## src/rtl/cm_sysctl_pkg.sv

```systemverilog
package cm_sysctl_pkg;
  localparam int unsigned DW = 32;
  typedef logic [5:0] widx_t;

  localparam widx_t W_ID       = 6'd0;
  localparam widx_t W_PROC     = 6'd1;
  localparam widx_t W_OSC      = 6'd2;
  localparam widx_t W_CTRL     = 6'd3;
  localparam widx_t W_STAT     = 6'd4;
  localparam widx_t W_LOCK     = 6'd5;
  localparam widx_t W_AUX      = 6'd7;
  localparam widx_t W_SDRAM    = 6'd8;
  localparam widx_t W_INIT     = 6'd9;
  localparam widx_t W_REFCNT   = 6'd10;
  localparam widx_t W_FLG_SET  = 6'd12;
  localparam widx_t W_FLG_CLR  = 6'd13;
  localparam widx_t W_NVF_SET  = 6'd14;
  localparam widx_t W_NVF_CLR  = 6'd15;
  localparam widx_t W_IRQ_STAT = 6'd16;
  localparam widx_t W_IRQ_RAW  = 6'd17;
  localparam widx_t W_IRQ_ENS  = 6'd18;
  localparam widx_t W_IRQ_ENC  = 6'd19;
  localparam widx_t W_SOFT_SET = 6'd20;
  localparam widx_t W_SOFT_CLR = 6'd21;
  localparam widx_t W_FIQ_STAT = 6'd24;
  localparam widx_t W_FIQ_RAW  = 6'd25;
  localparam widx_t W_FIQ_ENS  = 6'd26;
  localparam widx_t W_FIQ_ENC  = 6'd27;

  localparam logic [DW-1:0] ID_VAL     = 32'h411A_3001;
  localparam logic [DW-1:0] STAT_VAL   = 32'h0010_0000;
  localparam logic [15:0]   UNLOCK_KEY = 16'hA05F;
  localparam logic [DW-1:0] OSC_RST    = 32'h0100_0048;
  localparam logic [DW-1:0] AUX_RST    = 32'h0007_FEFF;
  localparam logic [DW-1:0] INIT_RST   = 32'h0000_0112;
  localparam logic [DW-1:0] SDRAM_BASE = 32'h0001_1122;
  localparam logic [DW-1:0] CTRL_KEEP  = 32'h0000_0005;
  localparam int unsigned   CTRL_RST_BIT = 3;

  function automatic logic [DW-1:0] sdram_rst(int unsigned mb);
    logic [DW-1:0] code;
    if (mb >= 256)      code = 32'h10;
    else if (mb >= 128) code = 32'h0C;
    else if (mb >= 64)  code = 32'h08;
    else if (mb >= 32)  code = 32'h04;
    else                code = 32'h00;
    return SDRAM_BASE | code;
  endfunction

  function automatic logic [7:0] density_byte(int unsigned mb);
    if (mb >= 256)      return 8'h40;
    else if (mb >= 128) return 8'h20;
    else if (mb >= 64)  return 8'h10;
    else if (mb >= 32)  return 8'h04;
    else                return 8'h02;
  endfunction

  function automatic logic [7:0] desc_byte(logic [4:0] k, int unsigned mb);
    case (k)
      5'd0:    return 8'h80;
      5'd2:    return 8'h04;
      5'd31:   return density_byte(mb);
      default: return 8'h00;
    endcase
  endfunction
endpackage

```

## src/rtl/cm_key_regs.sv

```systemverilog
module cm_key_regs
  import cm_sysctl_pkg::*;
(
  input  logic          clk_i,
  input  logic          rst_ni,
  input  logic          wr_lock_i,
  input  logic          wr_osc_i,
  input  logic          wr_aux_i,
  input  logic [DW-1:0] wdata_i,
  output logic [DW-1:0] lock_rd_o,
  output logic [DW-1:0] osc_o,
  output logic [DW-1:0] aux_o
);
  logic [15:0] lock_q;
  logic        open_w;

  assign open_w = (lock_q == UNLOCK_KEY);

  always_ff @(posedge clk_i or negedge rst_ni) begin
    if (!rst_ni) begin
      lock_q <= '0;
      osc_o  <= OSC_RST;
      aux_o  <= AUX_RST;
    end else begin
      if (wr_lock_i)           lock_q <= wdata_i[15:0];
      if (wr_osc_i && open_w)  osc_o  <= wdata_i;
      if (wr_aux_i && open_w)  aux_o  <= wdata_i;
    end
  end

  assign lock_rd_o = open_w ? {15'd0, 1'b1, lock_q} : {16'd0, lock_q};

  AST_OSC_GUARD: assert property (@(posedge clk_i) disable iff (!rst_ni)
    (lock_rd_o[16] == 1'b0) |=> $stable(osc_o) && $stable(aux_o));
  AST_LOCK_FLAG: assert property (@(posedge clk_i) disable iff (!rst_ni)
    lock_rd_o[16] |-> (lock_rd_o[15:0] == UNLOCK_KEY));
endmodule

```

## src/rtl/cm_setclr_reg.sv

```systemverilog
module cm_setclr_reg #(
  parameter int unsigned WIDTH = 32
) (
  input  logic             clk_i,
  input  logic             rst_ni,
  input  logic             set_i,
  input  logic             clr_i,
  input  logic [WIDTH-1:0] data_i,
  output logic [WIDTH-1:0] q_o
);
  always_ff @(posedge clk_i or negedge rst_ni) begin
    if (!rst_ni)    q_o <= '0;
    else if (set_i) q_o <= q_o | data_i;
    else if (clr_i) q_o <= q_o & ~data_i;
  end

  AST_CLR_EFFECT: assert property (@(posedge clk_i) disable iff (!rst_ni)
    (clr_i && !set_i) |=> ((q_o & $past(data_i)) == '0));
  AST_SET_EFFECT: assert property (@(posedge clk_i) disable iff (!rst_ni)
    set_i |=> ((q_o & $past(data_i)) == $past(data_i)));
endmodule

```

## src/rtl/cm_ref_counter.sv

```systemverilog
module cm_ref_counter #(
  parameter int unsigned CNT_W = 32
) (
  input  logic             clk_i,
  input  logic             rst_ni,
  input  logic             tick_i,
  output logic [CNT_W-1:0] cnt_o
);
  always_ff @(posedge clk_i or negedge rst_ni) begin
    if (!rst_ni)     cnt_o <= '0;
    else if (tick_i) cnt_o <= cnt_o + 1'b1;
  end

  AST_CNT_HOLD: assert property (@(posedge clk_i) disable iff (!rst_ni)
    !tick_i |=> $stable(cnt_o));
  AST_CNT_STEP: assert property (@(posedge clk_i) disable iff (!rst_ni)
    tick_i |=> (cnt_o == $past(cnt_o) + 1'b1));
endmodule

```

## src/rtl/cm_irq_group.sv

```systemverilog
module cm_irq_group
  import cm_sysctl_pkg::*;
(
  input  logic          clk_i,
  input  logic          rst_ni,
  input  logic          soft_set_i,
  input  logic          soft_clr_i,
  input  logic          irq_ens_i,
  input  logic          irq_enc_i,
  input  logic          fiq_ens_i,
  input  logic          fiq_enc_i,
  input  logic [DW-1:0] wdata_i,
  output logic          level_o,
  output logic [DW-1:0] irq_en_o,
  output logic [DW-1:0] fiq_en_o,
  output logic          irq_o,
  output logic          fiq_o
);
  always_ff @(posedge clk_i or negedge rst_ni) begin
    if (!rst_ni) begin
      level_o  <= 1'b0;
      irq_en_o <= '0;
      fiq_en_o <= '0;
    end else begin
      if (soft_set_i && wdata_i[0])      level_o <= 1'b1;
      else if (soft_clr_i && wdata_i[0]) level_o <= 1'b0;
      if (irq_ens_i)      irq_en_o <= irq_en_o | wdata_i;
      else if (irq_enc_i) irq_en_o <= irq_en_o & ~wdata_i;
      if (fiq_ens_i)      fiq_en_o <= fiq_en_o | wdata_i;
      else if (fiq_enc_i) fiq_en_o <= fiq_en_o & ~wdata_i;
    end
  end

  assign irq_o = level_o & irq_en_o[0];
  assign fiq_o = level_o & fiq_en_o[0];

  AST_SOFT_DROP: assert property (@(posedge clk_i) disable iff (!rst_ni)
    (soft_clr_i && wdata_i[0]) |=> (!irq_o && !fiq_o));
  AST_SOFT_RAISE: assert property (@(posedge clk_i) disable iff (!rst_ni)
    (soft_set_i && wdata_i[0]) |=> level_o);
endmodule

```

## src/rtl/cm_sysctl_regs.sv

```systemverilog
module cm_sysctl_regs
  import cm_sysctl_pkg::*;
#(
  parameter int unsigned ADDR_W = 12,
  parameter int unsigned MEM_MB = 128,
  parameter int unsigned CNT_W  = 32
) (
  input  logic              clk_i,
  input  logic              rst_ni,
  input  logic              tick_i,
  input  logic              req_i,
  input  logic              we_i,
  input  logic [ADDR_W-1:0] addr_i,
  input  logic [DW-1:0]     wdata_i,
  output logic              rvalid_o,
  output logic [DW-1:0]     rdata_o,
  output logic              led_o,
  output logic              remap_o,
  output logic              reset_req_o,
  output logic              irq_o,
  output logic              fiq_o
);
  localparam int unsigned NFLAG = 2;
  localparam logic [DW-1:0] SDRAM_RST = sdram_rst(MEM_MB);

  logic  aligned, in_regs, in_win, win_lo, wr;
  widx_t widx;

  assign aligned = (addr_i[1:0] == 2'b00);
  assign in_regs = aligned && (addr_i[ADDR_W-1:8] == '0);
  assign in_win  = aligned && (addr_i[ADDR_W-1:8] == 1);
  assign win_lo  = in_win && !addr_i[7];
  assign widx    = addr_i[7:2];
  assign wr      = req_i && we_i && in_regs;

  function automatic logic hit(widx_t idx);
    return wr && (widx == idx);
  endfunction

  // keyed oscillator words
  logic [DW-1:0] lock_rd, osc_q, aux_q;
  cm_key_regs u_key (
    .clk_i, .rst_ni,
    .wr_lock_i (hit(W_LOCK)),
    .wr_osc_i  (hit(W_OSC)),
    .wr_aux_i  (hit(W_AUX)),
    .wdata_i,
    .lock_rd_o (lock_rd),
    .osc_o     (osc_q),
    .aux_o     (aux_q)
  );

  // set/clear flag words
  logic [DW-1:0] flag_q [NFLAG];
  widx_t         set_idx [NFLAG];
  assign set_idx[0] = W_FLG_SET;
  assign set_idx[1] = W_NVF_SET;

  for (genvar g = 0; g < NFLAG; g++) begin : g_flag
    cm_setclr_reg #(.WIDTH(DW)) u_flag (
      .clk_i, .rst_ni,
      .set_i  (hit(set_idx[g])),
      .clr_i  (hit(set_idx[g] + 6'd1)),
      .data_i (wdata_i),
      .q_o    (flag_q[g])
    );
  end

  logic [CNT_W-1:0] cnt_q;
  cm_ref_counter #(.CNT_W(CNT_W)) u_cnt (
    .clk_i, .rst_ni, .tick_i,
    .cnt_o (cnt_q)
  );

  logic          level_q;
  logic [DW-1:0] irq_en_q, fiq_en_q;
  cm_irq_group u_irq (
    .clk_i, .rst_ni,
    .soft_set_i (hit(W_SOFT_SET)),
    .soft_clr_i (hit(W_SOFT_CLR)),
    .irq_ens_i  (hit(W_IRQ_ENS)),
    .irq_enc_i  (hit(W_IRQ_ENC)),
    .fiq_ens_i  (hit(W_FIQ_ENS)),
    .fiq_enc_i  (hit(W_FIQ_ENC)),
    .wdata_i,
    .level_o    (level_q),
    .irq_en_o   (irq_en_q),
    .fiq_en_o   (fiq_en_q),
    .irq_o,
    .fiq_o
  );

  // control, plain words, reset pulse
  logic [DW-1:0] ctrl_q, sdram_q, init_q;
  always_ff @(posedge clk_i or negedge rst_ni) begin
    if (!rst_ni) begin
      ctrl_q      <= '0;
      sdram_q     <= SDRAM_RST;
      init_q      <= INIT_RST;
      reset_req_o <= 1'b0;
    end else begin
      reset_req_o <= hit(W_CTRL) && wdata_i[CTRL_RST_BIT];
      if (hit(W_CTRL))  ctrl_q  <= wdata_i & CTRL_KEEP;
      if (hit(W_SDRAM)) sdram_q <= wdata_i;
      if (hit(W_INIT))  init_q  <= wdata_i;
    end
  end

  assign led_o   = ctrl_q[0];
  assign remap_o = ctrl_q[2];

  // read path
  logic [DW-1:0] rd_reg, rd_next;
  always_comb begin
    unique case (widx)
      W_ID:       rd_reg = ID_VAL;
      W_OSC:      rd_reg = osc_q;
      W_CTRL:     rd_reg = ctrl_q;
      W_STAT:     rd_reg = STAT_VAL;
      W_LOCK:     rd_reg = lock_rd;
      W_AUX:      rd_reg = aux_q;
      W_SDRAM:    rd_reg = sdram_q;
      W_INIT:     rd_reg = init_q;
      W_REFCNT:   rd_reg = DW'(cnt_q);
      W_FLG_SET:  rd_reg = flag_q[0];
      W_NVF_SET:  rd_reg = flag_q[1];
      W_IRQ_STAT: rd_reg = {31'd0, level_q & irq_en_q[0]};
      W_IRQ_RAW,
      W_FIQ_RAW,
      W_SOFT_SET: rd_reg = {31'd0, level_q};
      W_IRQ_ENS:  rd_reg = irq_en_q;
      W_FIQ_STAT: rd_reg = {31'd0, level_q & fiq_en_q[0]};
      W_FIQ_ENS:  rd_reg = fiq_en_q;
      default:    rd_reg = '0;
    endcase
  end

  always_comb begin
    if (in_regs)     rd_next = rd_reg;
    else if (win_lo) rd_next = {24'd0, desc_byte(addr_i[6:2], MEM_MB)};
    else             rd_next = '0;
  end

  always_ff @(posedge clk_i or negedge rst_ni) begin
    if (!rst_ni) begin
      rvalid_o <= 1'b0;
      rdata_o  <= '0;
    end else begin
      rvalid_o <= req_i && !we_i;
      if (req_i && !we_i) rdata_o <= rd_next;
    end
  end

  AST_RST_PULSE: assert property (@(posedge clk_i) disable iff (!rst_ni)
    reset_req_o |=> !reset_req_o);
  AST_RD_LAT: assert property (@(posedge clk_i) disable iff (!rst_ni)
    (req_i && !we_i) |=> rvalid_o);
  AST_WR_NO_RV: assert property (@(posedge clk_i) disable iff (!rst_ni)
    !(req_i && !we_i) |=> !rvalid_o);
  AST_CTRL_OUT: assert property (@(posedge clk_i) disable iff (!rst_ni)
    hit(W_CTRL) |=> (led_o == $past(wdata_i[0])) && (remap_o == $past(wdata_i[2])));
endmodule

```

## config.mk

```make
export PLATFORM = sky130hd
export DESIGN_NAME = cm_sysctl_regs
export DESIGN_NICKNAME = d
export VERILOG_FILES = /design/src/rtl/cm_sysctl_pkg.sv /design/src/rtl/cm_key_regs.sv /design/src/rtl/cm_setclr_reg.sv /design/src/rtl/cm_ref_counter.sv /design/src/rtl/cm_irq_group.sv /design/src/rtl/cm_sysctl_regs.sv
export SDC_FILE = /design/constraint.sdc
export NUM_CORES = 1
export LEC_CHECK = 0
export BUFFER_PORTS_ARGS = -buffer_cell sky130_fd_sc_hd__buf_2
export CORE_MARGIN = 5
export CORE_UTILIZATION = 53
export CTS_CLUSTER_DIAMETER = 50
export DETAILED_ROUTE_END_ITERATION = 6
export PLACE_DENSITY = 0.8
export SLEW_MARGIN = 10
export SYNTH_ARGS = -nofsm -noshare
export SYNTH_HDL_FRONTEND = slang
export SYNTH_SLANG_ARGS = --single-unit
```

## constraint.sdc

```tcl
create_clock -name clk_i -period 5.15 [get_ports clk_i]
set_input_delay 0.7725 -clock clk_i [delete_from_list [all_inputs] [get_ports clk_i]]
set_output_delay 0.7725 -clock clk_i [all_outputs]
set_load 0.005 [all_outputs]
```

==> impl_metrics.csv, run 1 <==
group,metric,value,unit
clock_tree,clockRootBuffer,"clkbuf_16",
final_layout,final_common_cell,"dfrtp_1",
die,initial_utilization,0.538,
clock_tree,cts_setup_buffers,0,
synth,synth_cells,1467,
place,gp_congestion,0.884,
sta,setup_ws,1820,ps
detailed_routing,wirelength,44700,um
power,pwr-share-seq,0.479,
detailed_routing,ant_nets,0,
die,chipWidth,183,um
setup_path,crit_fanout,32,
outcome,outcome,"finished clean",
synth,synth_edf_count,0,
clock_tree,cts_tree,"done",
global_route,grt.overflow.total,0,
detailed_routing,dr.pass1.iters,6,
power,p_per_area,321,mW/mm^2
clock_tree,cts_sinks,341,
synth,synth-adder-area-share,0.000784,
setup_path,cp-end-kind,"flip-flop",
clock_tree,numCtsBuffers,36,
sta,fin_crit_sh,0.647,
clock_tree,clk_pin_slew,60,ps
clock_tree,cts_hold_buf,0,
setup_path,timing.rr.end,"u_key.aux_o[20]",
sta,finClkSkew,14.4,ps
sta,hold_viol,0,
clock_tree,clock_latency,530,ps
synth,synth_xor_area_frac,0.0165,
clock_tree,cts_max_level,2,
power,p_sw_frac,0.232,
setup_path,r2r_start,"u_key.lock_q[8]",
clock_tree,cts.path.max_buffers,3,
synth,yosysWarnings,0,
synth,yosys_register_bits,341,
sta,rsz0062_at_grt,"false",
clock_tree,cts_resized,0,
setup_path,cp-endpoint,"u_key.aux_o[20]",
global_route,antenna_found_initial,3,
detailed_routing,drc,0,
final_layout,final_cell_mix,"310 x dfrtp_1, 278 x nand2_1, 143 x mux2_2",
sta,setup_viol,0,
synth,synthesis.area,0.0159,mm^2
power,switching_power,1.33,mW
place,port_buffers,86,
synth,async_reset_ff_frac,1.00,
setup_path,rr_worst_depth,4,
die,die_y,183,um
synth,synth_top_family_by_area,"multiplexers",
synth,syn-num-nets,1517,
global_route,grt_pass1_wl,71200,um
sta,tightestPinTransition,1140,ps
synth,ys_seq_area_frac,0.537,
synth,ys_types,63,
die,num_rows,63,
die,ios,87,
detailed_routing,wl_per_cell,23.2,um
power,vdd_drop_max,0.000187,V
final_layout,drive_gt1_frac,0.243,
synth,synthMuxAreaShare,0.169,
place,pre_cts_slack,1550,ps
sta,worst_slew_margin_rel,0.241,
global_route,first_global_vias,12400,
global_route,grt_max_degree,104,
sta,fin_crit,3330,ps
setup_path,crit_start,"u_key.lock_q[8]",
run,drv_cap,0,
setup_path,start_kind,"flip-flop",
sta,finalMaxSlewViolations,0,
detailed_routing,num_vias,12000,
synth,synth_ff_type,"dfrtp_1",
setup_path,arrival,3740,ps
sta,fmax,300,MHz
final_layout,fin_nets,1559,
detailed_routing,drt-initial-drc-count,1301,
global_route,grt_usage,0.268,
setup_path,r2r_slack,1820,ps
die,dieArea,0.0337,mm^2
synth,synth_area_per_cell,10.9,um^2
die,fp.coreArea,0.0296,mm^2
hold_path,hp-class,"input pin to asynchronous set/reset pin",
synth,synthSimpleGateAreaFrac,0.126,
synth,synth_compound_area_frac,0.102,
power,p_int,4.42,mW
power,p_clk_frac,0.472,
final_layout,syn_to_final_growth,12.3,%
sta,finalSetupTns,0,ps
power,pwr-share-comb,0.049,
setup_path,path_class,"flip-flop to flip-flop",
power,power.leakage,8.68,nW
detailed_routing,vias_per_cell,6.22,
place,dpl.hpwl,26700,um
setup_path,cp_data_required_time,5550,ps
==> power groups by stage <==
| stage | Sequential [mW] | Combinational (mW) | Clock, mW |
|---|---|---|---|
| 6_report | 2.76 | 0.279 | 2.72 |
| 5_1_grt | 2.76 | 0.308 | 2.85 |
| 4_1_cts | 2.75 | 0.280 | 2.73 |
| 3_5_place_dp | 2.80 | 0.278 | 0 |
| 3_3_place_gp | 2.80 | 0.270 | 0 |
| 2_1_floorplan | 2.78 | 0.144 | 0 |
==> metal layers <==
layer / part of all wire / global-route usage / up-vias / wire length (um)
met3: 0.085 / 0.0586 / 139 / 3800
met4: 0.043 / 0.117 / 4 / 1940
met2: 0.47 / 0.426 / 581 / 21100
met5: 0.00047 / 0 / - / 21
li1: - / - / 5237 / -
met1: 0.40 / 0.357 / 6021 / 17900
==> cell families after synthesis <==
kind of cell             count (synthesis)
AND/OR/NAND/NOR                        427
AO/OA/AOI/OAI                          236
adder cells (fa/ha/maj)                  1
XOR/XNOR                                30
flip-flops                             341
buffers and inverters                  181
multiplexers                           251
==> Yosys cell counts, drive strengths merged (5+ instances only) <==
master   number  share of area
and2         11         0.0043
buf          34          0.014
inv          74          0.017
a22oi        31          0.015
a21oi         9         0.0028
and3          9         0.0035
a32oi        19          0.010
xor2          9         0.0049
clkbuf       73          0.017
a222oi       18          0.011
or2           5         0.0020
nand2       279          0.066
nand4        17         0.0067
mux2i       107          0.067
a22o          6         0.0033
o2bb2ai      12         0.0066
mux2        144           0.10
and4         13         0.0071
a221oi       20          0.011
dfrtp       310           0.49
nor2         30         0.0077
xnor2        21          0.012
dfstp        31          0.051
nor4         11         0.0070
nor3         16         0.0056
o21ai       101          0.032
nand3        13         0.0041
==> critical path, cell delays in order (launching register included) <==
cell and delay (ps):
dfrtp_1 400, or4b_2 700, nor4_2 610, and3_2 1060, mux2_2 430
==> how the worst min path moves through the flow <==
stage | slack (ps) | to | cells past startpoint | start
after floorplan | 440 | init_q[3] | 2 | init_q[3]
after global placement | 450 | init_q[3] | 2 | init_q[3]
after detailed placement | 470 | flip-flop | 2 | flip-flop
after CTS | 320 | asynchronous set/reset pin | 1 | rst_ni
after global routing | 350 | asynchronous set/reset pin | 1 | rst_ni
final | 290 | asynchronous set/reset pin | 1 | rst_ni
==> metrics by stage <==
step	utilization	hold slack [ps]	area, um^2	instances	power [mW]
2_1_floorplan	-	442	15900	1467	2.93
3_3_place_gp	0.562	455	16700	1861	3.07
3_5_place_dp	0.562	465	16700	1861	3.08
4_1_cts	0.604	317	17900	1925	5.76
5_1_grt	0.604	351	17900	1926	5.92
6_report	0.604	286	17900	1926	5.75
==> cell type report <==
| cell class | count | area (um^2) |
|---|---|---|
| multi-input combinational | 945 | 6660 |
| sequential | 341 | 8570 |
| tap | 390 | 488 |
| inverter | 74 | 278 |
| clock buffer | 48 | 1040 |
| timing repair buffer | 111 | 668 |
| clock inverter | 16 | 208 |
| fill | 2357 | 11700 |
| antenna | 1 | 2.50 |
No activity file was read; power rests on OpenSTA's default activity.
==> run 2, diff against run 1 <==
- PLACE_DENSITY: 0.8 -> 0.82
- clock period: 5.15 -> 2.74 ns (I/O delays scaled with it)
==> impl_metrics.csv, run 2 (synthesis results as in run 1) <==
group,metric,value,unit
outcome,outcome,"finished clean",
sta,finClkSkew,14.1,ps
power,pwr-share-seq,0.482,
setup_path,cp-end-kind,"flip-flop",
die,ios,87,
die,num_rows,63,
power,switching_power,2.54,mW
final_layout,fin_nets,1612,
sta,finalMaxSlewViolations,0,
detailed_routing,drt-initial-drc-count,1305,
power,pwr-share-comb,0.056,
global_route,grt_usage,0.269,
setup_path,path_delay_family,"simple AND/OR/NAND/NOR gates",
detailed_routing,wirelength,45500,um
sta,fin_crit_sh,0.944,
final_layout,n_fill_cell,2275,
final_layout,drive_gt1_frac,0.262,
power,p_clk_frac,0.461,
clock_tree,cts.path.max_buffers,3,
die,chipWidth,183,um
power,p_sw_frac,0.237,
global_route,grt_pass1_wl,72000,um
power,power.leakage,8.93,nW
final_layout,final_cell_mix,"310 x dfrtp_1, 278 x nand2_1, 143 x mux2_2",
detailed_routing,dr.pass1.iters,5,
setup_path,cp_common_cell,"buf_4",
sta,setup_viol,0,
detailed_routing,drc,0,
detailed_routing,num_vias,12300,
die,dieArea,0.0337,mm^2
place,post_dp_cell_area,0.0171,mm^2
clock_tree,clock_latency,530,ps
place,port_buffers,86,
clock_tree,numCtsBuffers,38,
global_route,antenna_found_initial,0,
hold_path,hp-class,"input pin to flip-flop",
die,fp.coreArea,0.0296,mm^2
setup_path,start_kind,"flip-flop",
power,vdd_drop_max,0.000378,V
clock_tree,clk_pin_slew,60,ps
clock_tree,cts_sinks,341,
detailed_routing,vias_per_cell,6.22,
final_layout,syn_to_final_growth,14.9,%
detailed_routing,wl_per_cell,22.9,um
final_layout,finish.instance_area,0.0183,mm^2
sta,rsz0062_at_grt,"false",
setup_path,cpPeakStageDelay,690,ps
die,die_y,183,um
sta,fmax,386,MHz
final_layout,n_antenna_cell,0,
die,initial_utilization,0.538,
setup_path,arrival,2990,ps
power,p_int,8.18,mW
global_route,grt_max_degree,91,
global_route,grt.overflow.total,0,
power,p_per_area,585,mW/mm^2
setup_path,slowest_stage,"or4b_2",
final_layout,final_common_cell,"dfrtp_1",
setup_path,crit_buf_inv,2,
sta,tightestPinTransition,866,ps
setup_path,cp_data_required_time,3150,ps
setup_path,crit_fanout,9,
clock_tree,cts_resized,0,
sta,worst_slew_margin_rel,0.423,
run,drv_cap,0,
place,gp_congestion,0.956,
sta,finalSetupTns,0,ps
clock_tree,cts_max_level,2,
sta,hold_viol,0,
final_layout,regArea,0.00857,mm^2
setup_path,path_class,"flip-flop to flip-flop",
clock_tree,clockRootBuffer,"clkbuf_16",
final_layout,multi_input_area,0.00665,mm^2
global_route,first_global_vias,12800,
sta,fin_crit,2590,ps
detailed_routing,ant_nets,0,
place,dpl.hpwl,29300,um
setup_path,crit_chain,"or4b_2 > nor4_2 > buf_4 > nand2_1 > nor3_4 > buf_4 > mux2_2",
clock_tree,cts_tree,"done",
[run 2: changes by cell type in the layout (fill, tap and decap cells not counted), moves of 2 or more]
cell       change
buf_4         +44
inv_6          +3
clkbuf_8       +2
clkinv_2       -5
clkbuf_1      +11
buf_12         +6
bufinv_16      -3
[run 2: worst paths after layout]
path	startpoint	end	slack, ps	cells past startpoint
max	u_key.lock_q[8]	u_key.osc_o[4]	150	7
min	tick_i	u_cnt.cnt_o[0]	130	2
max reg2reg	u_key.lock_q[8]	u_key.osc_o[4]	150	7
min reg2reg	flip-flop	flip-flop	480	2
max in group asynchronous	rst_ni	init_q[28]	1440	3
min in group asynchronous	rst_ni	asynchronous set/reset pin	460	2
[run 2: through the flow]
stage               hold slack, ps  setup WS (ps)  utilization  std cells  power [mW]
finish                         132            152        0.618       1982        10.7
floorplan                      115            373            -       1467        5.50
global placement               457            163        0.577       1911        5.83
global route                   150           84.2        0.618       1982        11.0
CTS                            121            159        0.618       1982        10.8
detailed placement             464            159        0.577       1911        5.85
[run 2: area by class of cell]
class	count	share of cell area
clock buffers	61	0.0604
repair buffers	162	0.0616
multi-input cells	945	0.363
flip-flops and latches	341	0.468
inverters	74	0.0152
clock inverters	9	0.00560
well taps	390	0.0266
[run 2: power groups by stage]
stage | combinational (mW) | sequential [mW] | clock [mW]
final | 0.605 | 5.17 | 4.94
after global routing | 0.661 | 5.18 | 5.18
after CTS | 0.600 | 5.17 | 4.98
after detailed placement | 0.596 | 5.26 | 0
after global placement | 0.580 | 5.25 | 0
after floorplan | 0.270 | 5.23 | 0
[run 2: layer usage]
layer	GRT usage	routed length [um]	vias to the layer above
li1	-	-	5351
met1	0.360	17700	6163
met2	0.432	21500	650
met3	0.0487	4010	167
met4	0.122	2220	0
met5	0	0	-
[run 2: what timing repair did]
action                    CTS  global route
setup buffers               0             0
hold buffers                1             0
hold endpoints to repair   72             0
==> run 3, diff against run 2 <==
--- a/config.mk
+++ b/config.mk
@@ -8,2 +8,3 @@
 export BUFFER_PORTS_ARGS = -buffer_cell sky130_fd_sc_hd__buf_2
+export CAP_MARGIN = 20
 export CORE_MARGIN = 5
==> constraint.sdc (replaced) <==
create_clock -name clk_i -period 2.74 [get_ports clk_i]
set_input_delay 0.274 -clock clk_i [delete_from_list [all_inputs] [get_ports clk_i]]
set_output_delay 0.274 -clock clk_i [all_outputs]
set_load 0.005 [all_outputs]
==> impl_metrics.csv, run 3 (synthesis results as in run 1) <==
group,metric,value,unit
sta,fin_crit,2620,ps
clock_tree,cts_max_level,2,
power,vdd_drop_max,0.000501,V
sta,setup_viol,0,
final_layout,n_fill_cell,2311,
sta,hold_ws,67.0,ps
die,num_rows,63,
global_route,grt.overflow.total,0,
final_layout,final_cell_mix,"310 x dfrtp_1, 278 x nand2_1, 143 x mux2_2",
setup_path,crit_chain,"or4b_2 > nor4_2 > nand2_1 > nor3_4 > buf_4 > mux2_2",
setup_path,r2r_slack,120,ps
setup_path,arrival,3020,ps
global_route,first_global_vias,12700,
clock_tree,cts_setup_buffers,0,
detailed_routing,num_vias,12300,
place,dpl.hpwl,28800,um
clock_tree,numCtsBuffers,36,
global_route,grt_pass1_wl,71400,um
setup_path,cp-endpoint,"u_key.osc_o[28]",
sta,finalSetupTns,0,ps
setup_path,cp-end-kind,"flip-flop",
setup_path,crit_buf_inv,1,
sta,finalMaxSlewViolations,0,
sta,hold_viol,0,
die,initial_utilization,0.538,
detailed_routing,wl_per_cell,22.7,um
power,power.leakage,8.87,nW
setup_path,crit_fanout,13,
die,dieArea,0.0337,mm^2
clock_tree,cts_resized,0,
run,drv_cap,0,
place,post_dp_cell_area,0.0170,mm^2
die,ios,87,
power,p_per_area,590,mW/mm^2
sta,fin_crit_sh,0.958,
final_layout,final_common_cell,"dfrtp_1",
setup_path,r2r_start,"u_key.lock_q[8]",
detailed_routing,vias_per_cell,6.24,
outcome,violations,"DRC",
final_layout,syn_to_final_growth,14.3,%
clock_tree,cts_tree,"done",
detailed_routing,dr.pass1.iters,7,
setup_path,path_delay_family,"simple AND/OR/NAND/NOR gates",
hold_path,hp-class,"input pin to flip-flop",
detailed_routing,wirelength,44700,um
clock_tree,clockRootBuffer,"clkbuf_16",
setup_path,path_class,"flip-flop to flip-flop",
detailed_routing,ant_nets,0,
setup_path,timing.rr.end,"u_key.osc_o[28]",
clock_tree,cts_hold_buf,2,
global_route,grt_max_degree,76,
detailed_routing,drc,7,
sta,worst_slew_margin_rel,0.535,
setup_path,crit_start,"u_key.lock_q[8]",
clock_tree,clk_pin_slew,60,ps
die,chipWidth,183,um
detailed_routing,drt-initial-drc-count,1700,
hold_path,hold_path_depth,2,
die,die_y,183,um
setup_path,slowest_stage,"or4b_2",
clock_tree,cts.path.max_buffers,3,
final_layout,fin_nets,1598,
setup_path,cpPeakStageDelay,690,ps
outcome,outcome,"complete, but fails checks",
setup_path,path_depth,6,
place,gp_congestion,0.906,
sta,tightestPinTransition,698,ps
place,dp.cells,1898,
clock_tree,cts_sinks,341,
sta,finClkSkew,9.96,ps
final_layout,drive_gt1_frac,0.256,
setup_path,rr_worst_depth,6,
place,port_buffers,86,
global_route,grt_usage,0.268,
clock_tree,clock_latency,520,ps
global_route,antenna_found_initial,1,
final_layout,finish.instance_area,0.0182,mm^2
setup_path,cp_data_required_time,3140,ps
die,fp.coreArea,0.0296,mm^2
final_layout,stdcell_count,1967,
sta,rsz0062_at_grt,"false",
sta,fmax,381,MHz
setup_path,start_kind,"flip-flop",
run 3: cell count changes in the layout (fill, tap and decap cells not counted), sizes merged:
cell         change
buf             -13
bufinv           +3
clkbuf           -7
diode            +1
dlygate4sd3      +1
run 3: worst min-delay path by stage:
stage                          from                         end
after floorplan              rst_ni  asynchronous set/reset pin
after global placement       rst_ni  asynchronous set/reset pin
after detailed placement     rst_ni            u_key.lock_q[11]
after CTS                 addr_i[2]                   flip-flop
after global routing      addr_i[2]                   flip-flop
final                     addr_i[2]                   flip-flop
run 3: layer usage:
layer	track usage	routed length (um)
met1	0.354	17300
met2	0.435	21500
met3	0.0562	3980
met4	0.109	1960
met5	0	0
run 3: cell type report:
cell class / count / area [um^2] / area share
flip-flops and latches: 341 / 8570 / 0.470
multi-input cells: 945 / 6650 / 0.365
clock inverters: 12 / 178 / 0.00975
clock buffers: 54 / 1040 / 0.0570
diodes: 1 / 2.50 / 0.000137
inverters: 74 / 278 / 0.0152
repair buffers: 150 / 1020 / 0.0557
well taps: 390 / 488 / 0.0268
run 3: power breakdown:
| part | internal [mW] | leakage [nW] | switching (mW) | total [mW] |
|---|---|---|---|---|
| logic | 0.170 | 4.00 | 0.384 | 0.554 |
| registers | 5.10 | 4.28 | 0.0850 | 5.18 |
| clock network | 3.02 | 0.592 | 2.00 | 5.02 |
run 3: stage by stage:
step	power (mW)	setup WS, ps	util
2_1_floorplan	5.50	373	-
3_3_place_gp	5.79	204	0.573
3_5_place_dp	5.82	156	0.573
4_1_cts	10.8	153	0.615
5_1_grt	11.1	12.2	0.615
6_report	10.8	115	0.615
